$ cat config.mk
export PLATFORM = sky130hd
export DESIGN_NAME = mbox_responder
export DESIGN_NICKNAME = d
export VERILOG_FILES = /design/src/rtl/mbox_pkg.sv /design/src/rtl/mbox_ctrl.sv /design/src/rtl/mbox_regs.sv /design/src/rtl/mbox_responder.sv
export SDC_FILE = /design/constraint.sdc
export NUM_CORES = 1
export LEC_CHECK = 0
export BUFFER_PORTS_ARGS = -buffer_cell sky130_fd_sc_hd__buf_2
export CAP_MARGIN = 10
export CORE_MARGIN = 2
export CORE_UTILIZATION = 40
export DETAILED_ROUTE_END_ITERATION = 16
export SYNTH_ARGS = -nofsm -noshare
export SYNTH_HDL_FRONTEND = slang
export SYNTH_SLANG_ARGS = --single-unit
export TNS_END_PERCENT = 1
$ cat constraint.sdc
create_clock -name clk -period 4.7 [get_ports clk]
set_clock_uncertainty 0.05 [all_clocks]
set_input_delay 0.94 -clock clk [delete_from_list [all_inputs] [get_ports clk]]
set_output_delay 0.94 -clock clk [all_outputs]
set_load 0.01 [all_outputs]
$ cat src/rtl/mbox_pkg.sv
package mbox_pkg;

  localparam logic [7:0] IDX_CMD   = 8'h80;
  localparam logic [7:0] IDX_RESP  = 8'h82;
  localparam logic [7:0] IDX_OWN   = 8'h83;
  localparam logic [7:0] CMD_KICK  = 8'h96;
  localparam logic [7:0] OWN_TAKE  = 8'hB4;
  localparam logic [7:0] OWN_GIVE  = 8'hB5;
  localparam logic [7:0] RESP_DONE = 8'hFA;

  // Strobes from sequencer to register datapath
  typedef struct packed {
    logic latchOwn;   // capture ownership flag (accepted kick)
    logic postDone;   // post completion code and apply flag
  } mboxStrb_t;

  typedef enum logic {S_IDLE, S_WAIT} seqState_t;

endpackage

$ cat src/rtl/mbox_ctrl.sv
module mbox_ctrl
  import mbox_pkg::*;
#(
  parameter int LATENCY = 16
) (
  input  logic      clk,
  input  logic      rstN,
  input  logic      kickSeen,
  output mboxStrb_t strb
);

  localparam int CNT_W = $clog2(LATENCY + 1);

  seqState_t  state;
  logic [CNT_W-1:0] cnt;
  logic accept;
  logic lastTick;

  assign accept   = (state == S_IDLE) && kickSeen;
  assign lastTick = (state == S_WAIT) && (cnt == CNT_W'(1));

  always_comb begin
    strb          = '0;
    strb.latchOwn = accept;
    strb.postDone = lastTick;
  end

  always_ff @(posedge clk) begin
    if (!rstN) begin
      state <= S_IDLE;
      cnt   <= '0;
    end else begin
      case (state)
        S_IDLE: if (kickSeen) begin
          state <= S_WAIT;
          cnt   <= CNT_W'(LATENCY);
        end
        S_WAIT: begin
          if (cnt == CNT_W'(1)) begin
            state <= S_IDLE;
            cnt   <= '0;
          end else begin
            cnt <= cnt - CNT_W'(1);
          end
        end
        default: state <= S_IDLE;
      endcase
    end
  end


  kick_start_chk: assert property (@(posedge clk) disable iff (!rstN)
    (state == S_IDLE && kickSeen) |=> (state == S_WAIT && cnt == CNT_W'(LATENCY)));


  wait_count_chk: assert property (@(posedge clk) disable iff (!rstN)
    (state == S_WAIT) |-> (cnt != '0));


  busy_kick_chk: assert property (@(posedge clk) disable iff (!rstN)
    (state == S_WAIT && cnt != CNT_W'(1) && kickSeen) |=> (cnt == $past(cnt) - CNT_W'(1)));

endmodule

$ cat src/rtl/mbox_regs.sv
module mbox_regs
  import mbox_pkg::*;
#(
  parameter logic [7:0] REG_BASE = 8'h80,
  parameter int         NUM_REGS = 8
) (
  input  logic       clk,
  input  logic       rstN,
  input  logic       portAddr,
  input  logic       wrEn,
  input  logic [7:0] wrData,
  input  mboxStrb_t  strb,
  output logic       kickSeen,
  output logic [7:0] rdData,
  output logic       hostOwned
);

  localparam int OFF_W    = $clog2(NUM_REGS);
  localparam int RESP_OFF = int'(IDX_RESP - REG_BASE);
  localparam int OWN_OFF  = int'(IDX_OWN - REG_BASE);

  logic [7:0] idxQ;
  logic [7:0] offFull;
  logic       hit;
  logic       dataWr;
  logic [7:0] pendOwn;
  logic [7:0] regQ [NUM_REGS];

  assign dataWr  = wrEn && portAddr;
  assign offFull = idxQ - REG_BASE;
  assign hit     = offFull < 8'(NUM_REGS);
  assign kickSeen = dataWr && (idxQ == IDX_CMD) && (wrData == CMD_KICK);

  always_ff @(posedge clk) begin
    if (!rstN)                idxQ <= '0;
    else if (wrEn && !portAddr) idxQ <= wrData;
  end

  for (genvar g = 0; g < NUM_REGS; g++) begin : gReg
    logic [7:0] q;
    logic hostWr;
    assign hostWr = dataWr && hit && (offFull == 8'(g));
    if (g == RESP_OFF) begin : gResp
      always_ff @(posedge clk) begin
        if (!rstN)              q <= '0;
        else if (strb.postDone) q <= RESP_DONE;
        else if (hostWr)        q <= wrData;
      end
    end else begin : gPlain
      always_ff @(posedge clk) begin
        if (!rstN)       q <= '0;
        else if (hostWr) q <= wrData;
      end
    end
    assign regQ[g] = q;
  end

  always_comb begin
    if (!portAddr) rdData = idxQ;
    else if (hit)  rdData = regQ[offFull[OFF_W-1:0]];
    else           rdData = 8'h00;
  end

  always_ff @(posedge clk) begin
    if (!rstN)              pendOwn <= '0;
    else if (strb.latchOwn) pendOwn <= regQ[OWN_OFF];
  end

  always_ff @(posedge clk) begin
    if (!rstN) hostOwned <= 1'b0;
    else if (strb.postDone) begin
      if (pendOwn == OWN_TAKE)      hostOwned <= 1'b1;
      else if (pendOwn == OWN_GIVE) hostOwned <= 1'b0;
    end
  end


  own_take_chk: assert property (@(posedge clk) disable iff (!rstN)
    (strb.postDone && pendOwn == OWN_TAKE) |=> hostOwned);


  own_give_chk: assert property (@(posedge clk) disable iff (!rstN)
    (strb.postDone && pendOwn == OWN_GIVE) |=> !hostOwned);


  own_hold_chk: assert property (@(posedge clk) disable iff (!rstN)
    (!strb.postDone) |=> $stable(hostOwned));


  done_wins_chk: assert property (@(posedge clk) disable iff (!rstN)
    strb.postDone |=> (regQ[RESP_OFF] == RESP_DONE));

endmodule

$ cat src/rtl/mbox_responder.sv
module mbox_responder
  import mbox_pkg::*;
#(
  parameter int         LATENCY  = 16,
  parameter logic [7:0] REG_BASE = 8'h80,
  parameter int         NUM_REGS = 8
) (
  input  logic       clk,
  input  logic       rstN,
  input  logic       portAddr,
  input  logic       wrEn,
  input  logic [7:0] wrData,
  output logic [7:0] rdData,
  output logic       hostOwned
);

  mboxStrb_t strb;
  logic      kickSeen;

  mbox_ctrl #(.LATENCY(LATENCY)) uCtrl (
    .clk      (clk),
    .rstN     (rstN),
    .kickSeen (kickSeen),
    .strb     (strb)
  );

  mbox_regs #(.REG_BASE(REG_BASE), .NUM_REGS(NUM_REGS)) uRegs (
    .clk       (clk),
    .rstN      (rstN),
    .portAddr  (portAddr),
    .wrEn      (wrEn),
    .wrData    (wrData),
    .strb      (strb),
    .kickSeen  (kickSeen),
    .rdData    (rdData),
    .hostOwned (hostOwned)
  );

endmodule

==> results of run 1 <==
==> worst max-delay path, stage by stage (launching register included) <==
cell     delay (ns)
dfxtp_1        0.77
buf_4          0.35
mux4_2         0.53
mux2i_1        0.14
o22ai_1        0.11
buf_2          0.18
==> metal layers <==
| layer | vias up | global-route usage [%] | wire (um) |
|---|---|---|---|
| li1 | 1408 | - | - |
| met1 | 1439 | 23.44 | 4430 |
| met2 | 43 | 27.04 | 4166 |
| met3 | 20 | 2.932 | 257 |
| met4 | 0 | 9.333 | 273 |
| met5 | - | 0 | 0 |
==> per-stage QoR <==
step / total power, mW / utilization [%] / hold slack [ns] / setup WS, ns
CTS: 1.408 / 45.74 / 0.4122 / 1.216
detailed placement: 0.8517 / 43.53 / 0.3966 / 1.455
finish: 1.391 / 45.74 / 0.4095 / 1.271
global route: 1.445 / 45.74 / 0.4318 / 1.095
floorplan: 0.8227 / - / 0.3795 / 2.053
global placement: 0.8504 / 43.53 / 0.3893 / 1.481
==> path summary, 6_finish.rpt <==
path / from / endpoint / cells past startpoint
setup / recovery: uRegs.idxQ[0] / rdData[5] / 5
hold / removal: uRegs.gReg[6].q[1] / uRegs.gReg[6].q[1] / 2
setup reg to reg: uRegs.idxQ[2] / uRegs.pendOwn[2] / 4
hold reg to reg: uRegs.gReg[6].q[1] / uRegs.gReg[6].q[1] / 2
==> power by group <==
group / switching [mW] / total (mW) / internal (mW) / leakage [nW]
Clock: 0.269 / 0.558 / 0.289 / 0.101
Sequential: 0.00962 / 0.750 / 0.740 / 0.701
Combinational: 0.0524 / 0.0837 / 0.0314 / 0.972
==> cell families after synthesis <==
logic type | count (synthesis) | share of synthesized area [%]
DFF | 87 | 42.54
adders and majority gates | 2 | 0.6111
muxes | 99 | 28.48
buffers and inverters | 33 | 3.453
AOI/OAI and AO/OA | 28 | 4.982
and+or+nand+nor | 143 | 19.93
==> synthesized netlist by cell type (2+ instances only) <==
| cell | count | area share (%) |
|---|---|---|
| mux2i_1 | 85 | 21 |
| a21boi_0 | 8 | 1.5 |
| nand2_1 | 62 | 5.7 |
| nor4_4 | 4 | 2.1 |
| o2bb2ai_1 | 3 | 0.64 |
| dfxtp_1 | 87 | 43 |
| and2_1 | 2 | 0.31 |
| nand3_2 | 3 | 0.73 |
| nor2b_1 | 35 | 5.3 |
| clkbuf_1 | 13 | 1.2 |
| buf_2 | 5 | 0.61 |
| mux4_2 | 14 | 7.7 |
| a21oi_1 | 4 | 0.49 |
| nor2_1 | 15 | 1.4 |
| o21ai_0 | 2 | 0.24 |
| o32ai_1 | 5 | 1.1 |
| o22ai_1 | 2 | 0.31 |
| nor3_1 | 2 | 0.24 |
| ha_1 | 2 | 0.61 |
| nand4_2 | 2 | 0.61 |
| nand2b_1 | 2 | 0.31 |
| inv_1 | 11 | 1.0 |
| nor4bb_1 | 2 | 0.49 |
| nand3_1 | 2 | 0.24 |
==> cell type report <==
class | instances | area (um2)
clock inverter | 4 | 52.55
clock buffer | 12 | 165.2
inverter | 12 | 45.04
multi-input combinational | 272 | 2211
tap | 133 | 166.4
sequential | 87 | 1742
fill | 921 | 5353
timing repair buffer | 24 | 130.1
==> layout by cell type, fill, tap and decap left out, types with 2 or more instances in the layout <==
cell        count
nor2b_1        35
nand3_1         2
o32ai_1         5
clkbuf_8       12
mux2i_1        85
a21oi_1         4
ha_1            2
nand3_2         3
a21boi_0        8
nor3_1          2
nand4_2         2
nand2b_1        2
nor4bb_1        2
nor4_4          4
buf_4           4
nand2_1        62
o2bb2ai_1       3
o21ai_0         2
nor2_1         15
clkinvlp_4      3
mux4_2         14
buf_2          20
inv_1          11
and2_1          2
o22ai_1         2
dfxtp_1        87
==> sequential cells by signal, indices dropped and copies added (netlist names) <==
name             flops
uCtrl.state          1
uRegs.gReg.q        64
uCtrl.cnt            5
uRegs.pendOwn        8
uRegs.hostOwned      1
uRegs.idxQ           8
==> flow_metrics.env, run 1 <==
export IMPL_die_area_um2=11060
export IMPL_critPathMaxFanout=13
export IMPL_dr_pass1_iters=4
export IMPL_final_cells=544
export IMPL_yosysSeqAreaShare_pct=42.54
export IMPL_antenna_cells=0
export IMPL_dieWidth_um=105.2
export IMPL_clockBufferDepth=2
export IMPL_worst_pin_slew_ns=1.120
export IMPL_synth_area_um2=4094
export IMPL_wl_per_cell_um=16.78
export IMPL_vdd_ir_drop_worst_mv=0.1151
export IMPL_coreArea_um2=9864
export IMPL_tritoncts="done"
export IMPL_initial_core_util_pct=41.50
export IMPL_synth_flop_cell="dfxtp_1"
export IMPL_cp_start_kind="flop"
export IMPL_syn_area_per_cell_um2=10.44
export IMPL_placed_area_um2=4294
export IMPL_vias=2910
export IMPL_grt_pass1_vias=2913
export IMPL_finalHoldViolations=0
export IMPL_post_cts_buffers=0
export IMPL_antenna_found_initial=0
export IMPL_htreeDepth=3
export IMPL_port_buffers=20
export IMPL_setup_viol=0
export IMPL_synth_warnings=0
export IMPL_num_io_pins=21
export IMPL_syn_nets=406
export IMPL_num_nets_final=420
export IMPL_finalMaxSlewViolations=0
export IMPL_antenna_left=0
export IMPL_clock_latency_ns=0.36
export IMPL_dp_cells=528
export IMPL_drt_initial_drc_count=104
export IMPL_synth_edf_count=0
export IMPL_track_usage_pct=17.54
export IMPL_p_leak_nw=1.775
export IMPL_drive_gt1_share_pct=16.06
export IMPL_cts_hold_fix_buffers=0
export IMPL_die_y_um=105.2
export IMPL_final_area_um2=4512
export IMPL_grt_pass1_wl_um=15060
export IMPL_area_delta_synth_final_pct=10.21
export IMPL_overflow=0
export IMPL_drv_cap=0
export IMPL_cts_sinks=87
export IMPL_critPathArrivalTime_ns=2.44
export IMPL_synth_cell_type_count=44
export IMPL_outcome="complete, no violations"
export IMPL_place_gp_congestion=0.7758
export IMPL_rsz0062_at_grt="no"
export IMPL_worstHoldPathType="flop to flop"
export IMPL_reg2reg_slack_ns=2.00
export IMPL_grt_max_degree=49
export IMPL_critPathRequiredTime_ns=3.71
export IMPL_post_cts_resize_count=0
export IMPL_clk_pin_slew_ns=0.08
export IMPL_path_class="flop to primary output"
export IMPL_viasPerCell=5.349
export IMPL_finalSetupTns_ns=0
export IMPL_rows=36
export IMPL_cts_buffers=9
export IMPL_cts_root_buf="clkbuf_8"
export IMPL_syn_inst=392
export IMPL_drt_total_wl_um=9127
export IMPL_hpwl_um=6424
export IMPL_drc=0
export IMPL_powerDensity_nw_per_um2=308.4
export IMPL_maxSlewHeadroom_pct=24.33
export IMPL_synth_async_reset_ratio_pct=0
export IMPL_finalCritPeriodShare_pct=72.95
export IMPL_min_period_ns=3.429
export IMPL_endpoint_kind="primary output"
export IMPL_fmax_mhz=291.7
export IMPL_synth_seq_cells=87
Note: power is estimated with default switching activity, not from simulation.
==> inputs of run 2 (changes only) <==
Clock period 4.7 ns to 3.05 ns, I/O delays scaled along.
==> run 2 against run 1 <==
Compared with the run above:
- utilization rose by 1.0 points
- final cell count rose by 1.8%
- setup slack got worse by 1.0 ns
- non-clock buffer count rose by 10
- highest routed layer unchanged
- clock-buffer cell count fell by 2
- via count fell by 2.2%
- first-iteration DRC count rose by 9.6%
==> flow_metrics.env, run 2 (synthesis results as in run 1) <==
export IMPL_outcome="complete, no violations"
export IMPL_die_y_um=105.2
export IMPL_critPathArrivalTime_ns=2.13
export IMPL_worst_pin_slew_ns=0.6587
export IMPL_clock_latency_ns=0.36
export IMPL_num_io_pins=21
export IMPL_drt_initial_drc_count=114
export IMPL_layout_commonest_cell="dfxtp_1"
export IMPL_reg2reg_slack_ns=0.88
export IMPL_worstHoldPathType="flop to flop"
export IMPL_coreArea_um2=9864
export IMPL_cp_start_kind="flop"
export IMPL_post_cts_buffers=0
export IMPL_clk_pin_slew_ns=0.08
export IMPL_crit_chain="buf_4, mux4_2, nor2_1, o32ai_1, buf_2"
export IMPL_htreeDepth=3
export IMPL_drv_cap=0
export IMPL_largest_reg_flops=64
export IMPL_antenna_left=0
export IMPL_cp_slowest_cell="dfxtp_1"
export IMPL_clockBufferDepth=2
export IMPL_tritoncts="done"
export IMPL_powerDensity_nw_per_um2=492.5
export IMPL_drt_total_wl_um=9017
export IMPL_grt_pass1_wl_um=15020
export IMPL_regMostFlops="uRegs.gReg.q"
export IMPL_endpoint_kind="primary output"
export IMPL_port_buffers=20
export IMPL_finalMaxSlewViolations=0
export IMPL_maxSlewHeadroom_pct=56.09
export IMPL_grtUsageMet3_pct=2.745
export IMPL_viasPerCell=5.135
export IMPL_initial_core_util_pct=41.50
export IMPL_power_mw=2.273
export IMPL_overflow=0
export IMPL_top_regs="uRegs.gReg.q x64, uRegs.idxQ x8, uRegs.pendOwn x8"
export IMPL_area_delta_synth_final_pct=12.71
export IMPL_layout_common_cells="87 x dfxtp_1, 85 x mux2i_1, 62 x nand2_1"
export IMPL_drive_gt1_share_pct=18.05
export IMPL_rows=36
export IMPL_critPathMaxFanout=13
export IMPL_critPathRequiredTime_ns=2.39
export IMPL_path_class="flop to primary output"
export IMPL_nFillCells=907
export IMPL_setup_viol=0
export IMPL_clockPowerShare_pct=43.2
export IMPL_die_area_um2=11060
export IMPL_min_period_ns=2.794
export IMPL_hpwl_um=6330
export IMPL_p_seq_share_pct=50.7
export IMPL_track_usage_pct=17.32
export IMPL_met1_usage_pct=24.59
export IMPL_finalHoldViolations=0
export IMPL_post_cts_resize_count=0
export IMPL_num_nets_final=430
export IMPL_rsz0062_at_grt="no"
export IMPL_vias=2845
export IMPL_max_stage_delay_ns=0.65
export IMPL_finalSetupTns_ns=0
export IMPL_p_sw_share_pct=22.66
export IMPL_wl_per_cell_um=16.28
export IMPL_cts_root_buf="clkbuf_8"
export IMPL_cts_buffers=9
export IMPL_p_int_mw=1.758
export IMPL_p_comb_share_pct=6.1
export IMPL_dr_pass1_iters=4
export IMPL_dieWidth_um=105.2
export IMPL_switchingPower_mw=0.5150
export IMPL_fmax_mhz=357.9
export IMPL_grt_max_degree=41
export IMPL_antenna_found_initial=0
export IMPL_antenna_cells=0
export IMPL_gr_max_usage_layer="met2"
export IMPL_cts_hold_fix_buffers=0
export IMPL_vdd_ir_drop_worst_mv=0.2726
export IMPL_drc=0
export IMPL_cts_sinks=87
export IMPL_use_met2_pct=26.07
export IMPL_place_gp_congestion=0.7892
export IMPL_finalCritPeriodShare_pct=91.61
export IMPL_grt_pass1_vias=2805
export IMPL_p_leak_nw=1.848
## run 2: layout make-up
type,count,area [um2],share of cell area [%]
multi-input combinational,272,2211,47.91
sequential,87,1742,37.74
timing repair buffer,34,205.2,4.447
tap,133,166.4,3.606
clock buffer,10,137.6,2.983
clock inverter,6,107.6,2.332
inverter,12,45.04,0.9761
## run 2: stage by stage
| stage | hold slack [ns] | setup slack (ns) | std cells | utilization, % | instance area [um2] |
|---|---|---|---|---|---|
| after global placement | 0.3873 | 0.6606 | 538 | 44.29 | 4369 |
| after floorplan | 0.3795 | 0.9024 | 392 | - | 4094 |
| after CTS | 0.4091 | 0.2847 | 554 | 46.78 | 4614 |
| after detailed placement | 0.3958 | 0.6461 | 538 | 44.29 | 4369 |
| after global routing | 0.4310 | 0.1679 | 554 | 46.78 | 4614 |
| final | 0.4093 | 0.2557 | 554 | 46.78 | 4614 |
## run 2: worst max-delay path, delay by kind of cell, from the launching register on
family	cells	cell delay, ns
AOI/OAI and AO/OA	1	0.33
muxes	1	0.23
DFF	1	0.65
buffers and inverters	2	0.52
and+or+nand+nor	1	0.05
## run 2: metal layers
| layer | wire length (um) | vias to the layer above |
|---|---|---|
| met1 | 4603 | 1374 |
| met5 | 0 | - |
| met2 | 4046 | 34 |
| met3 | 261 | 10 |
| li1 | - | 1427 |
| met4 | 106 | 0 |
## run 2: final timing paths
| path | from | end | cells past startpoint |
|---|---|---|---|
| worst max-delay path | uRegs.idxQ[1] | rdData[4] | 5 |
| worst min-delay path | uRegs.gReg[6].q[7] | uRegs.gReg[6].q[7] | 2 |
| worst max register to register | uRegs.idxQ[2] | uRegs.pendOwn[2] | 5 |
| worst min register to register | uRegs.gReg[6].q[7] | uRegs.gReg[6].q[7] | 2 |
## run 2: power groups by stage
stage               Clock, mW  Combinational, mW  Sequential, mW
floorplan                   0             0.0946            1.17
global placement            0              0.138            1.18
detailed placement          0              0.140            1.18
CTS                     0.998              0.140            1.15
global route             1.05              0.153            1.15
finish                  0.982              0.140            1.15
